File: src/rtl/pcm_sig_pkg.sv
package pcm_sig_pkg;

  // Replace one bit of a word (word widths up to 32 bits).
  function automatic logic [31:0] set_bit(input logic [31:0] w,
                                          input int unsigned idx,
                                          input logic b);
    logic [31:0] r;
    r = w;
    r[idx] = b;
    return r;
  endfunction

  // Word carried in a slot when a signaling bit takes the LSB.
  function automatic logic [31:0] put_lsb(input logic [31:0] w, input logic b);
    return set_bit(w, 0, b);
  endfunction

endpackage

File: src/rtl/dclk_edge_det.sv
module dclk_edge_det (
  input  logic clk,
  input  logic rst_n,
  input  logic dclk,
  output logic rise,
  output logic fall
);
  logic dclk_q;

  always_ff @(posedge clk or negedge rst_n) begin
    if (!rst_n) dclk_q <= 1'b0;
    else        dclk_q <= dclk;
  end

  assign rise = dclk & ~dclk_q;
  assign fall = ~dclk & dclk_q;
endmodule

File: src/rtl/pcm_tx_shifter.sv
module pcm_tx_shifter #(
  parameter int unsigned WORD_W = 8
) (
  input  logic              clk,
  input  logic              rst_n,
  input  logic              start,
  input  logic              step,
  input  logic [WORD_W-1:0] load_word,
  output logic              ser_out,
  output logic              oe
);
  localparam int unsigned CW = (WORD_W > 1) ? $clog2(WORD_W) : 1;
  localparam logic [CW-1:0] LAST = CW'(WORD_W - 1);

  logic [WORD_W-1:0] sh;
  logic [CW-1:0]     cnt;
  logic              act;

  always_ff @(posedge clk or negedge rst_n) begin
    if (!rst_n) begin
      sh  <= '0;
      cnt <= '0;
      act <= 1'b0;
    end else if (start) begin
      sh  <= load_word;
      cnt <= '0;
      act <= 1'b1;
    end else if (step && act) begin
      if (cnt == LAST) begin
        act <= 1'b0;
        sh  <= '0;
      end else begin
        cnt <= cnt + 1'b1;
        sh  <= {sh[WORD_W-2:0], 1'b0};
      end
    end
  end

  assign ser_out = act & sh[WORD_W-1];
  assign oe      = act;
endmodule

File: src/rtl/pcm_rx_shifter.sv
module pcm_rx_shifter #(
  parameter int unsigned WORD_W = 8
) (
  input  logic              clk,
  input  logic              rst_n,
  input  logic              start,
  input  logic              step,
  input  logic              ser_in,
  output logic              last_bit,
  output logic [WORD_W-1:0] word,
  output logic              done
);
  localparam int unsigned CW = (WORD_W > 1) ? $clog2(WORD_W) : 1;
  localparam logic [CW-1:0] LAST = CW'(WORD_W - 1);

  logic [WORD_W-1:0] sh;
  logic [CW-1:0]     cnt;
  logic              act;

  // Internal event: the final bit of the slot is being taken now.
  assign last_bit = step && act && !start && (cnt == LAST);

  always_ff @(posedge clk or negedge rst_n) begin
    if (!rst_n) begin
      sh   <= '0;
      cnt  <= '0;
      act  <= 1'b0;
      word <= '0;
      done <= 1'b0;
    end else begin
      done <= 1'b0;
      if (start) begin
        cnt <= '0;
        act <= 1'b1;
        sh  <= '0;
      end else if (step && act) begin
        sh <= {sh[WORD_W-2:0], ser_in};
        if (last_bit) begin
          act  <= 1'b0;
          word <= {sh[WORD_W-2:0], ser_in};
          done <= 1'b1;
        end else begin
          cnt <= cnt + 1'b1;
        end
      end
    end
  end
endmodule

File: src/rtl/sig_lane_reg.sv
module sig_lane_reg #(
  parameter int unsigned SIG_W    = 2,
  parameter int unsigned INS_LANE = 0
) (
  input  logic             clk,
  input  logic             rst_n,
  input  logic             start,
  input  logic             last_bit,
  input  logic             lsb_in,
  input  logic             ins_mode,
  input  logic [SIG_W-1:0] sig_in,
  input  logic [SIG_W-1:0] dn_sig,
  output logic [SIG_W-1:0] sig_out,
  output logic [SIG_W-1:0] up_sig
);
  import pcm_sig_pkg::*;

  logic [SIG_W-1:0] sig_hold;
  logic             mode_q;
  logic [SIG_W-1:0] merged;

  assign merged = SIG_W'(set_bit(32'(sig_hold), INS_LANE, lsb_in));

  always_ff @(posedge clk or negedge rst_n) begin
    if (!rst_n) begin
      sig_hold <= '0;
      sig_out  <= '0;
      mode_q   <= 1'b0;
      up_sig   <= '0;
    end else begin
      if (start) begin
        sig_hold <= sig_in;
        sig_out  <= dn_sig;
        mode_q   <= ins_mode;
      end
      if (last_bit) up_sig <= mode_q ? merged : sig_hold;
    end
  end
endmodule

File: src/rtl/pcm_sig_port.sv
module pcm_sig_port #(
  parameter int unsigned WORD_W   = 8,
  parameter int unsigned SIG_W    = 2,
  parameter int unsigned INS_LANE = 0
) (
  input  logic              clk,
  input  logic              rst_n,
  input  logic              dclk,
  input  logic              fsync,
  input  logic              pcm_in,
  output logic              pcm_out,
  output logic              pcm_oe,
  input  logic [SIG_W-1:0]  sig_in,
  output logic [SIG_W-1:0]  sig_out,
  input  logic              ins_mode,
  input  logic [WORD_W-1:0] dn_word,
  input  logic [SIG_W-1:0]  dn_sig,
  output logic [WORD_W-1:0] up_word,
  output logic [SIG_W-1:0]  up_sig,
  output logic              up_valid
);
  import pcm_sig_pkg::*;

  // Named internal events, visible to the bound checker.
  logic              dclk_rise;
  logic              dclk_fall;
  logic              frame_start;
  logic              rx_last_bit;
  logic [WORD_W-1:0] tx_load;

  dclk_edge_det u_edge (
    .clk   (clk),
    .rst_n (rst_n),
    .dclk  (dclk),
    .rise  (dclk_rise),
    .fall  (dclk_fall)
  );

  assign frame_start = dclk_rise & fsync;

  assign tx_load = ins_mode ? WORD_W'(put_lsb(32'(dn_word), dn_sig[INS_LANE]))
                            : dn_word;

  pcm_tx_shifter #(.WORD_W(WORD_W)) u_tx (
    .clk       (clk),
    .rst_n     (rst_n),
    .start     (frame_start),
    .step      (dclk_rise),
    .load_word (tx_load),
    .ser_out   (pcm_out),
    .oe        (pcm_oe)
  );

  pcm_rx_shifter #(.WORD_W(WORD_W)) u_rx (
    .clk      (clk),
    .rst_n    (rst_n),
    .start    (frame_start),
    .step     (dclk_fall),
    .ser_in   (pcm_in),
    .last_bit (rx_last_bit),
    .word     (up_word),
    .done     (up_valid)
  );

  sig_lane_reg #(.SIG_W(SIG_W), .INS_LANE(INS_LANE)) u_sig (
    .clk      (clk),
    .rst_n    (rst_n),
    .start    (frame_start),
    .last_bit (rx_last_bit),
    .lsb_in   (pcm_in),
    .ins_mode (ins_mode),
    .sig_in   (sig_in),
    .dn_sig   (dn_sig),
    .sig_out  (sig_out),
    .up_sig   (up_sig)
  );
endmodule

File: config.mk
export PLATFORM = sky130hd
export DESIGN_NAME = pcm_sig_port
export DESIGN_NICKNAME = d
export VERILOG_FILES = /design/src/rtl/pcm_sig_pkg.sv /design/src/rtl/dclk_edge_det.sv /design/src/rtl/pcm_tx_shifter.sv /design/src/rtl/pcm_rx_shifter.sv /design/src/rtl/sig_lane_reg.sv /design/src/rtl/pcm_sig_port.sv
export SDC_FILE = /design/constraint.sdc
export NUM_CORES = 1
export LEC_CHECK = 0
export CORE_ASPECT_RATIO = 0.6
export CORE_MARGIN = 3
export CORE_UTILIZATION = 50
export DETAILED_ROUTE_END_ITERATION = 7
export GPL_TIMING_DRIVEN = 0
export HOLD_SLACK_MARGIN = 0.15
export PLACE_DENSITY = 0.81
export SYNTH_ARGS = -nofsm -noshare
export SYNTH_HDL_FRONTEND = slang
export SYNTH_SLANG_ARGS = --single-unit
File: constraint.sdc
create_clock -name clk -period 1.9 [get_ports clk]
set_input_delay 0.19 -clock clk [delete_from_list [all_inputs] [get_ports clk]]
set_output_delay 0.19 -clock clk [all_outputs]
set_load 0.005 [all_outputs]
# Word level (Yosys, flattened, before mapping)
# Index checks and enable logic that the tools add are counted.
# W data, S select, Z words.
classes:
  n_addsub: 2
  n_mux: 22
  bitwise: 7
  reduce_logical: 14
  n_eq_ne: 4
ops:
  columns: ["operator", "n"]
  rows:
  - ["$mux W8", 3]
  - ["$mux W3", 6]
  - ["$mux W7", 2]
  - ["$mux W1", 11]
  - ["$reduce_and A2 Y1", 4]
  - ["$reduce_bool A2 Y1", 4]
  - ["$add A3 B1 Y3 const B", 2]
  - ["$eq A3 B3 Y1 const B", 2]
  - ["$and A1 B1 Y1", 4]
  - ["$logic_and A1 B1 Y1", 4]
  - ["$ne A2 B1 Y1 const B", 2]
  - ["$not A1 Y1", 3]
  - ["$reduce_and A3 Y1", 1]
  - ["$logic_not A1 Y1", 1]
word_totals:
  output_inout_bits: 15
  reg_bits: 40

# Logic depth before layout (Yosys ltp)
# Gate-level depths: netlist of run 1.
depth:
  depth_word: 9
  mapped_depth: 6

# By module
# A second synthesis of run 1 with hierarchy kept.
hier_totals:
  cells_unflattened: 152
  hier_area_um2: 1843.0
by_module_without_submodules:
  columns: ["mod", "instances", "area_each_um2", "cells_per_inst", "seq_area_each_um2"]
  rows:
  - ["pcm_rx_shifter", 1, 909.6, 71, 500.5]
  - ["pcm_tx_shifter", 1, 610.6, 60, 300.3]
  - ["sig_lane_reg", 1, 261.5, 16, 175.2]
  - ["dclk_edge_det", 1, 40.0, 3, 25.0]
  - ["pcm_sig_port", 1, 21.3, 2, 0.0]

# Worst setup path before layout of run 1
# Ideal clock, no wire load.
synth_path:
  kind: "flip-flop to flip-flop"
  start: "reg u_tx.cnt[0]"
  end: "reg u_tx.sh[1]"
  synth_period_minus_slack_ns: 1.535
  slack_ns: 0.365
  path_stages_with_launch: 7
  required_time_ns: 1.774
  arrival_ns: 1.409
  path_cell_list: "dfrtp_1 -> ha_1 -> ha_1 -> and4bb_1 -> nor2b_4 -> buf_6 -> a221o_1"
synth_via:
  elab_chain_cells: 4
synth_lines:
  columns: ["element", "line", "rtl"]
  rows:
  - ["start: declaration", "pcm_tx_shifter.sv:16", "logic [CW-1:0] cnt;"]
  - ["start signal: assignment", "pcm_tx_shifter.sv:33", "cnt <= cnt + 1'b1;"]
  - ["$eq A3 B3 Y1", "pcm_tx_shifter.sv:29", "if (cnt == LAST) begin"]
  - ["$mux W8", "pcm_tx_shifter.sv:29", null]
  - ["$mux W8", "pcm_tx_shifter.sv:28", "end else if (step && act) begin"]
  - ["$mux W8", "pcm_tx_shifter.sv:24", "end else if (start) begin"]
  - ["end signal: assignment", "pcm_tx_shifter.sv:25", "sh <= load_word;"]
  - ["end signal: assignment", "pcm_tx_shifter.sv:34", "sh <= {sh[WORD_W-2:0], 1'b0};"]
  - ["end: declaration", "pcm_tx_shifter.sv:15", "logic [WORD_W-1:0] sh;"]
# Every way passes these cells. The select of a mux whose other input is x is not followed.
# A chain may end at the register's enable or synchronous reset.

# Final worst setup path of run 1
layout_path:
  start: "reg u_rx.cnt[0]"
  end: "reg u_rx.word[7]"
layout_via:
  elab_chain_cells: 3
layout_lines:
  columns: ["element", "line", "rtl"]
  rows:
  - ["start: declaration", "pcm_rx_shifter.sv:17", "logic [CW-1:0] cnt;"]
  - ["start signal: assignment", "pcm_rx_shifter.sv:43", "cnt <= cnt + 1'b1;"]
  - ["$eq A3 B3 Y1", "pcm_rx_shifter.sv:21", "assign last_bit = step && act && !start && (cnt == LAST);"]
  - ["$logic_and A1 B1 Y1", "pcm_rx_shifter.sv:21", null]
  - ["$reduce_and A3 Y1 (no source line)", null, null]
  - ["end signal: assignment", "pcm_rx_shifter.sv:40", "word <= {sh[WORD_W-2:0], ser_in};"]
  - ["end: declaration", "pcm_rx_shifter.sv:10", "output logic [WORD_W-1:0] word,"]
# Every way passes these cells.

==> results of run 1 <==
[metal layers]
layer | wire (um) | share of wire (%) | vias to the layer above
met5 | 0 | 0 | -
met4 | 26 | 0.80 | 0
met3 | 117 | 3.6 | 4
met2 | 1650 | 51 | 20
met1 | 1460 | 45 | 569
li1 | - | - | 511
[path summary, 6_finish.rpt]
| path | start | end | cells past startpoint | slack, ns |
|---|---|---|---|---|
| setup / recovery | u_rx.cnt[0] | u_rx.word[7] | 5 | 0.18 |
| hold / removal | dclk | u_edge.dclk_q | 1 | 0.49 |
| setup reg to reg | u_rx.cnt[0] | u_rx.word[7] | 5 | 0.18 |
| hold reg to reg | u_rx.word[4] | u_rx.word[4] | 1 | 0.49 |
| max in group asynchronous | rst_n | u_rx.word[0] | 2 | 0.84 |
| min in group asynchronous | rst_n | u_tx.sh[7] | 2 | 0.54 |
[cell usage in the layout, fill, tap and decap left out, drive strengths merged]
cell type	instances
dlygate4sd3	1
a21o	1
ha	4
and4bb	2
bufinv	1
o21ai	3
and3b	1
nand2	2
mux2i	8
clkinv	1
xnor2	1
a22o	5
dfrtp	40
a221o	7
buf	5
nor2b	3
nand3b	1
clkdlybuf4s50	31
and2	8
nor2	11
inv	1
clkbuf	7
nand4b	1
mux2	16
[critical path: stages, from the launching register on]
cell,delay (ns)
dfrtp_1,0.39
ha_1,0.20
ha_1,0.19
nand4b_1,0.18
buf_2,0.28
mux2_1,0.35
[sequential cells by signal (all words and copies together), names as in the netlist]
name            count
u_rx.word           8
u_sig.mode_q        1
u_rx.sh             7
u_tx.oe             1
u_rx.cnt            3
u_sig.sig_hold      2
u_sig.sig_out       2
u_edge.dclk_q       1
u_rx.act            1
u_sig.up_sig        2
u_rx.done           1
u_tx.cnt            3
u_tx.sh             8
[where the power goes]
part / leakage [nW] / switching [mW] / total [mW] / internal [mW]
registers: 0.514 / 0.112 / 1.13 / 1.02
clock network: 0.0552 / 0.275 / 0.664 / 0.389
logic: 0.470 / 0.162 / 0.435 / 0.273
total: 1.04 / 0.549 / 2.23 / 1.68
[through the flow]
| step | power (mW) | hold slack [ns] | instance area (um2) | setup slack (ns) | TNS, ns |
|---|---|---|---|---|---|
| after global placement | 1.54 | 0.465 | 2040 | -0.260 | -10.34 |
| final | 2.23 | 0.487 | 2150 | 0.185 | 0 |
| after floorplan | 1.35 | -0.106 | 1670 | 0.365 | 0 |
| after detailed placement | 1.58 | 0.342 | 2040 | 0.145 | 0 |
| after CTS | 2.25 | 0.479 | 2150 | 0.181 | 0 |
| after global routing | 2.36 | 0.513 | 2150 | 0.106 | 0 |
[cell families (layout without fill, tap and decap cells)]
kind of cell	after synthesis	count (layout)	synth area share [%]
multiplexers	24	24	15.6
AO/OA/AOI/OAI	16	16	8.18
flip-flops	40	40	60.0
AND/OR/NAND/NOR	29	29	10.5
XOR/XNOR	1	1	0.525
buffers and inverters	6	47	2.18
adder cells (fa/ha/maj)	4	4	3.00
[final cells by class]
type | instances | area (um2)
timing repair buffer | 33 | 325
clock inverter | 2 | 35.0
tap | 42 | 52.6
sequential | 40 | 1000
multi-input combinational | 74 | 631
buffer | 5 | 32.5
clock buffer | 6 | 72.6
fill | 210 | 868
inverter | 1 | 3.75
==> impl.org, run 1 <==
** Status
- The flow ran to the end, and the final reports show no timing, DRC or antenna violations.

** Drt
- After the first detailed-routing iteration, the DRC count stood at 69.
- In the final routed layout, each cell accounts on average for between 15 and 20 um.
- Remaining antenna violation count after routing :: 0
- Detail-routed via count per cell :: 5.44
- Detailed-routing iteration count for the pre-antenna-repair pass :: 4
- Wires add up to ~3.2 mm.
- For this block, the via count after detailed routing is roughly 1,100.
- Remaining DRCs :: 0

** Layout
- In the final design database the tool counted approximately 180 nets.
- Final standard cell utilization of the core :: 71.3%
- Compared with the post-synthesis result, the final layout area differs by 29.1%.
- Final standard cell count with taps included and fillers excluded :: roughly 200
- Fraction of final layout cells sized beyond drive strength 1 :: between 10 and 15%
- 0 antenna diodes ended up in the layout.

** Critical path
- Sort of element at the start of the critical path :: flop
- The setup path with the least slack is of type reg -> reg.
- Of all nets on the critical path, the largest fanout is 10.
- For the worst setup path, the data arrival time is roughly 1.9 ns.
- Critical path data required time :: slightly above 2 ns
- STA classifies the critical path endpoint as a flop.

** Clocking
- Total number of H-tree levels :: 2
- The number of clock buffers added by TritonCTS is 5.
- The cell sitting at the root of the clock tree is a clkbuf_8.
- Clock tree from TritonCTS :: done
- Max Buffers Root-to-Sink :: 2
- Clock transition at the registers of the reported paths :: approximately 0.07 ns
- The tree built by TritonCTS fans out to 40 sinks.
- # resized after CTS :: 0
- Once the clock tree was built, the setup fixing pass inserted 0 buffers.
- The number of hold buffers added after CTS was 1.
- Clock insertion delay at the later pin of the skew report :: around 0.29 ns

** Global route
- In the global route stage, met1 resource usage came out at 23.2%.
- The via count of the first global-routing pass was between 1,000 and 1,500.
- Entering global routing, the biggest net connects 41 pins.
- After global routing the overflow that remains totals 0.
- Most heavily used metal layer in global routing :: met2
- The first global-routing pass estimated approximately 5.8 mm of wire.
- For met2 alone, demand over resource in global routing was 31.9%.
- Global-route usage over all layers :: a little under a fifth
- The number of antenna violations at the first check in global routing came to 0.
- In the global route stage, met3 resource usage came out at 5.38%.

** Synthesis
- Top flip-flop cell by instance count after synthesis :: dfrtp_1
- After synthesis, the mean cell area works out to between 10 and 15 um2.
- Synthesized netlist net count :: between 100 and 150
- Sequential cells were found to cover between 60 and 70% of the synthesized design area.
- Cell type with the largest total area after synthesis :: dfrtp_1
- Flops & latches, synth :: 40
- In this run, synthesis inferred 0 flip-flops with an integrated enable.
- By instance count, the leading cell after synthesis is dfrtp_1.
- For this run, the number of Yosys warnings is 0.
- Synth area leaders :: dfrtp_1 (60%), mux2_1 (8.1%), mux2i_1 (4.8%)
- In this run, distinct cell masters in the synthesized netlist total 27.
- Share of the synthesized area in the top cell type :: 60.0%
- After synthesis, the share of flip-flops with an asynchronous set or reset is 100%.
- The commonest cells after synthesis are dfrtp_1 (40), mux2_1 (12), nor2_1 (11), mux2i_1 (8), a221o_1 (7).
- The cell count after synthesis came out at 120.
- Synthesized area :: roughly 1700 um2

** Floorplan
- Die Outline Area :: between 4000 and 5000 um2
- Die outline width :: between 80 and 90 um
- The floorplan has 15 rows.
- Pin placement for this block handled 33 I/O pins.
- Die boundary height :: about 50 um
- Initial cell density of the core :: around 55%
- Std-Cell Core Area :: 3020 um2

** Timing
- Number of hold-slack violations in the final timing report :: 0
- Actual transition at the worst max-transition pin :: 0.828 ns
- Worst setup skew after layout :: a little under 0.005 ns
- Setup repair after global routing left no endpoint under its margin.
- The final count of pins violating max slew was 0.
- The clock period could shrink to between 1.5 and 2 ns.
- Tcrit/Tclk final :: between 90% and 100%
- Timing would allow up to roughly 600 MHz.
- Setup violations remaining at the end of the flow were counted as 0.
- Headroom to the max-slew limit :: between 40% and 50%

** Placement
- RD Place Congestion :: between 0.7 and 0.8
- Number of instances in the placed design :: 194
- The HPWL after detailed placement is between 2 and 2.5 mm.
- Buffers placed on the I/O ports in this run total 32.

** Run
- Number of violations of the max-capacitance limit :: 0

** Min path
- The tightest min-delay check is of the in -> reg type.

** Power and ir drop
- Power per unit of standard cell area :: approximately 1000 nW/um2
- Maximum vdd ir drop :: ~630 uV
- Leak pwr :: between 1 and 1.5 nW
No activity file was read; power rests on OpenSTA's default activity.
==> inputs of run 2 (changes only) <==
Settings changed: ABC_AREA from default to 1, CORE_UTILIZATION 50 to 51.
==> run 2 against run 1 <==
  * Worst setup slack gained 0.12 ns
  * Count of clock-buffer cells in the layout grew 2
  * Maximum frequency grew 7.4%
  * Sequential share of layout area shrank 2.9 points
  * Cell count grew 52%
  * Area after synthesis grew 10%
==> impl.org, run 2 <==
** Floorplan
- Die outline width :: 83.5 um
- The core region is between 3000 and 4000 um2.
- The initialized floorplan defines 16 standard-cell rows.
- For this configuration, the core starts out at a cell density of 54.9%.
- Die Outline Area :: between 4000 and 5000 um2
- Ports placed on the boundary :: 33
- Die boundary height :: about 52 um

** Global route
- Entering global routing, the biggest net connects 41 pins.
- Final global-route overflow total :: 0
- Number of antenna violations at the first check in global routing :: 0
- In the global route stage, overall resource usage came out at between 10% and 20%.
- The first global-routing pass estimated ~6.3 mm of wire.
- Via count of the first global-routing pass :: roughly 1,400

** Timing
- Static timing analysis puts the maximum clock frequency at 626 MHz.
- Tcrit/Tclk final :: 84.1%
- Fin worst setup slack :: between 0.3 and 0.4 ns
- Setup violations remaining at the end of the flow were counted as 0.
- Headroom to the max-slew limit :: between 40% and 50%
- Number of hold-slack violations in the final timing report :: 0
- The final count of pins violating max slew came to 0.
- Setup repair after global routing left no endpoint under its margin.
- Actual transition at the worst max-transition pin :: just under 0.9 ns
- Across the routed clock network, the largest skew measured is between 0.005 and 0.006 ns.
- Final critical delay including setup and external delays :: ~1.6 ns
- Total Negative Setup Slacks :: 0 ns

** Synthesis
- Top flip-flop cell by instance count after synthesis :: dfrtp_1
- In this run, distinct cell masters in the synthesized netlist total 20.
- By count the netlist is led by nand2_1 (100), dfrtp_1 (40), inv_1 (19), nand3_1 (14), nand4_1 (10).
- The synthesized design spends more area on one cell type than any other, namely dfrtp_1.
- Library cell with the highest instance count after synthesis :: nand2_1
- Share of the synthesized area in the top cell type :: between 50% and 60%
- Share of the yosys chip area belonging to registers :: between 50 and 60%
- Yosys warnings :: 0
- Post-Syn Area per Cell :: roughly 8.2 um2
- In the synthesized netlist, the number of instances is approximately 220.
- Async SR Flop Fraction :: 100%
- Count of flip-flops with a built-in enable after synthesis :: 0
- Counting every net in the synthesized netlist gives roughly 250.
- Flops & latches, synth :: 40
- In this run the cell area of the synthesized design comes to between 1500 and 2000 um2.
- Synth area leaders :: dfrtp_1 (55%), nand2_1 (20%), inv_1 (3.9%)

** Power and ir drop
- Maximum vdd ir drop :: roughly 500 uV
- Leak pwr :: ~1.2 nW
- Total power :: between 2 and 2.5 mW
- Power per unit of standard cell area :: approximately 900 nW/um2

** Layout
- Fraction of final layout cells sized beyond drive strength 1 :: 8.37%
- Count of filler cells inserted in the layout :: about 270
- 0 antenna diodes ended up in the layout.
- For this run, the share of the core covered by cells in the final layout is between 60% and 70%.
- From synthesis to final layout, the design area changed by 25.2%.
- The largest registers in the layout are u_rx.word x8, u_tx.sh x8, u_rx.sh x7.
- Highest-count cells in the layout ignoring fill and taps :: nand2_1 (100), dfrtp_1 (40), clkdlybuf4s50_1 (30), inv_1 (19), nand3_1 (14)
- Leaving out fill and tap cells, the most frequent cell in the layout is nand2_1.
- At the end of the flow, the number of nets in the layout was between 200 and 300.
- After routing the design area is 2300 um2.

** Drt
- Across all layers, the routed design uses about 1,500 vias.
- Remaining antenna violation count after routing :: 0
- After detailed routing, the average wire length per cell comes to between 10 and 15 um.
- Violation count after the first detailed-route iteration :: 75
- Detailed-routing iteration count for the pre-antenna-repair pass :: 4
- In the routed layout, each cell is associated on average with a via count of 4.98.
- For this run, design rule violations remaining after detail routing come to 0.
- For this block, the routed nets add up to 3.74 mm of wire.

** Critical path
- The worst setup path is captured at a flop.
- Max stage delay cell, worst path :: dfrtp_1
- Worst EP arrival :: 1.77 ns
- Traced cell by cell, the critical path runs through ha_1, ha_1, clkbuf_1, inv_1, nand3_1, nand3_1, nand2_1.
- Along the worst path, the maximum fanout reaches 10.
- At the worst endpoint, the required time is about 2.1 ns.
- The setup path with the least slack is of type reg -> reg.
- The worst register-to-register path has a setup slack of a little over 0.3 ns.
- STA classifies the critical path startpoint as a flop.
- CP max stage delay :: 0.41 ns
- The worst register-to-register path has a depth of 7.

** Placement
- OpenSTA, run right after detailed placement, puts the worst setup slack at approximately 0.26 ns.
- The wire-length estimate of the detail-placed layout is between 2 and 3 mm.
- The congestion estimate from routability-driven global placement came to about 0.8.
- Placed cell area :: around 2200 um2
- Buffers on Ports :: 31

** Min path
- Along the worst hold path, the cell count comes to 5.
- The path class of the tightest hold or removal check is in -> reg.

** Clocking
- TritonCTS built the clock tree.
- Max Buffers Root-to-Sink :: 2
- The tree built by TritonCTS fans out to 40 sinks.
- CTS Root Buffer Type :: clkbuf_8
- TritonCTS created 5 clock buffers.
- After clock tree synthesis, the clock-pin slew on the worst setup and hold paths is about 0.070 ns.
- Clock insertion delay at the later pin of the skew report :: between 0.2 and 0.3 ns
- The clock tree synthesis step divided the H-tree into 2 levels.

** Status
- The run finished with clean final reports.

** Run
- Across the run, the number of max-cap violations was 0.
run 2: changes by cell type in the layout (fill, tap and decap cells not counted), sizes merged, moves of 7 or more:
cell / change
inv: +23
nand4: +11
a221o: -7
nand2: +99
mux2: -16
nand3: +15
and2: -8
o21ai: +7
mux2i: -8
run 2: path summary, 6_finish.rpt:
path                                   start               to
setup / recovery                 u_tx.cnt[0]      u_tx.cnt[0]
hold / removal                         fsync       u_tx.sh[3]
setup reg to reg                 u_tx.cnt[0]      u_tx.cnt[0]
hold reg to reg            u_sig.sig_hold[1]  u_sig.up_sig[1]
max in group asynchronous              rst_n     u_sig.mode_q
min in group asynchronous              rst_n       u_tx.sh[5]
run 2: kinds of logic (layout without fill, tap and decap cells):
logic type | count (synthesis) | count (layout) | synth area share, %
flops | 40 | 40 | 54.5
fa+ha+maj | 4 | 4 | 2.73
simple gates | 137 | 137 | 31.8
compound gates | 11 | 11 | 3.07
buf+inv | 31 | 71 | 7.84
run 2: what timing repair did:
action | in CTS | in global routing
endpoints found under the hold margin | 40 | 0
hold buffers | 1 | 0
buffers inserted | 0 | 0
resized for setup | 0 | 0
run 2: layout make-up:
cell class / count / area, um2 / share of cell area (%)
Sequential cell: 40 / 1000 / 43.6
Multi-Input combinational cell: 152 / 691 / 30.1
Timing Repair Buffer: 32 / 315 / 13.7
Inverter: 24 / 92.6 / 4.03
Clock buffer: 8 / 90.1 / 3.92
Tap cell: 45 / 56.3 / 2.45
Buffer: 7 / 51.3 / 2.23
run 2: power by group:
group          switching (mW)  total, mW  internal [mW]  leakage [nW]
sequential             0.0833       1.07          0.988         0.524
combinational           0.221      0.422          0.201         0.655
clock                   0.271      0.567          0.296        0.0455
total                   0.575       2.06           1.48          1.22
run 2: routing by layer:
| layer | up-vias | share of wire, % | GRT usage, % |
|---|---|---|---|
| li1 | 774 | - | - |
| met1 | 719 | 51 | 25.5 |
| met2 | 37 | 44 | 29.0 |
| met3 | 4 | 4.6 | 4.87 |
| met4 | 0 | 0.67 | 4.81 |
| met5 | - | 0 | 0 |
run 2: metrics by stage:
stage,instances,hold slack (ns)
2_1_floorplan,223,-0.106
3_3_place_gp,299,0.455
3_5_place_dp,299,0.346
4_1_cts,308,0.329
5_1_grt,308,0.356
6_report,308,0.333
run 2: worst max-delay path: cells and delay by family, from the launching register on:
kind / cells / cell delay [ns]
DFF: 1 / 0.41
adders and majority gates: 2 / 0.39
buffers and inverters: 2 / 0.35
and+or+nand+nor: 3 / 0.34
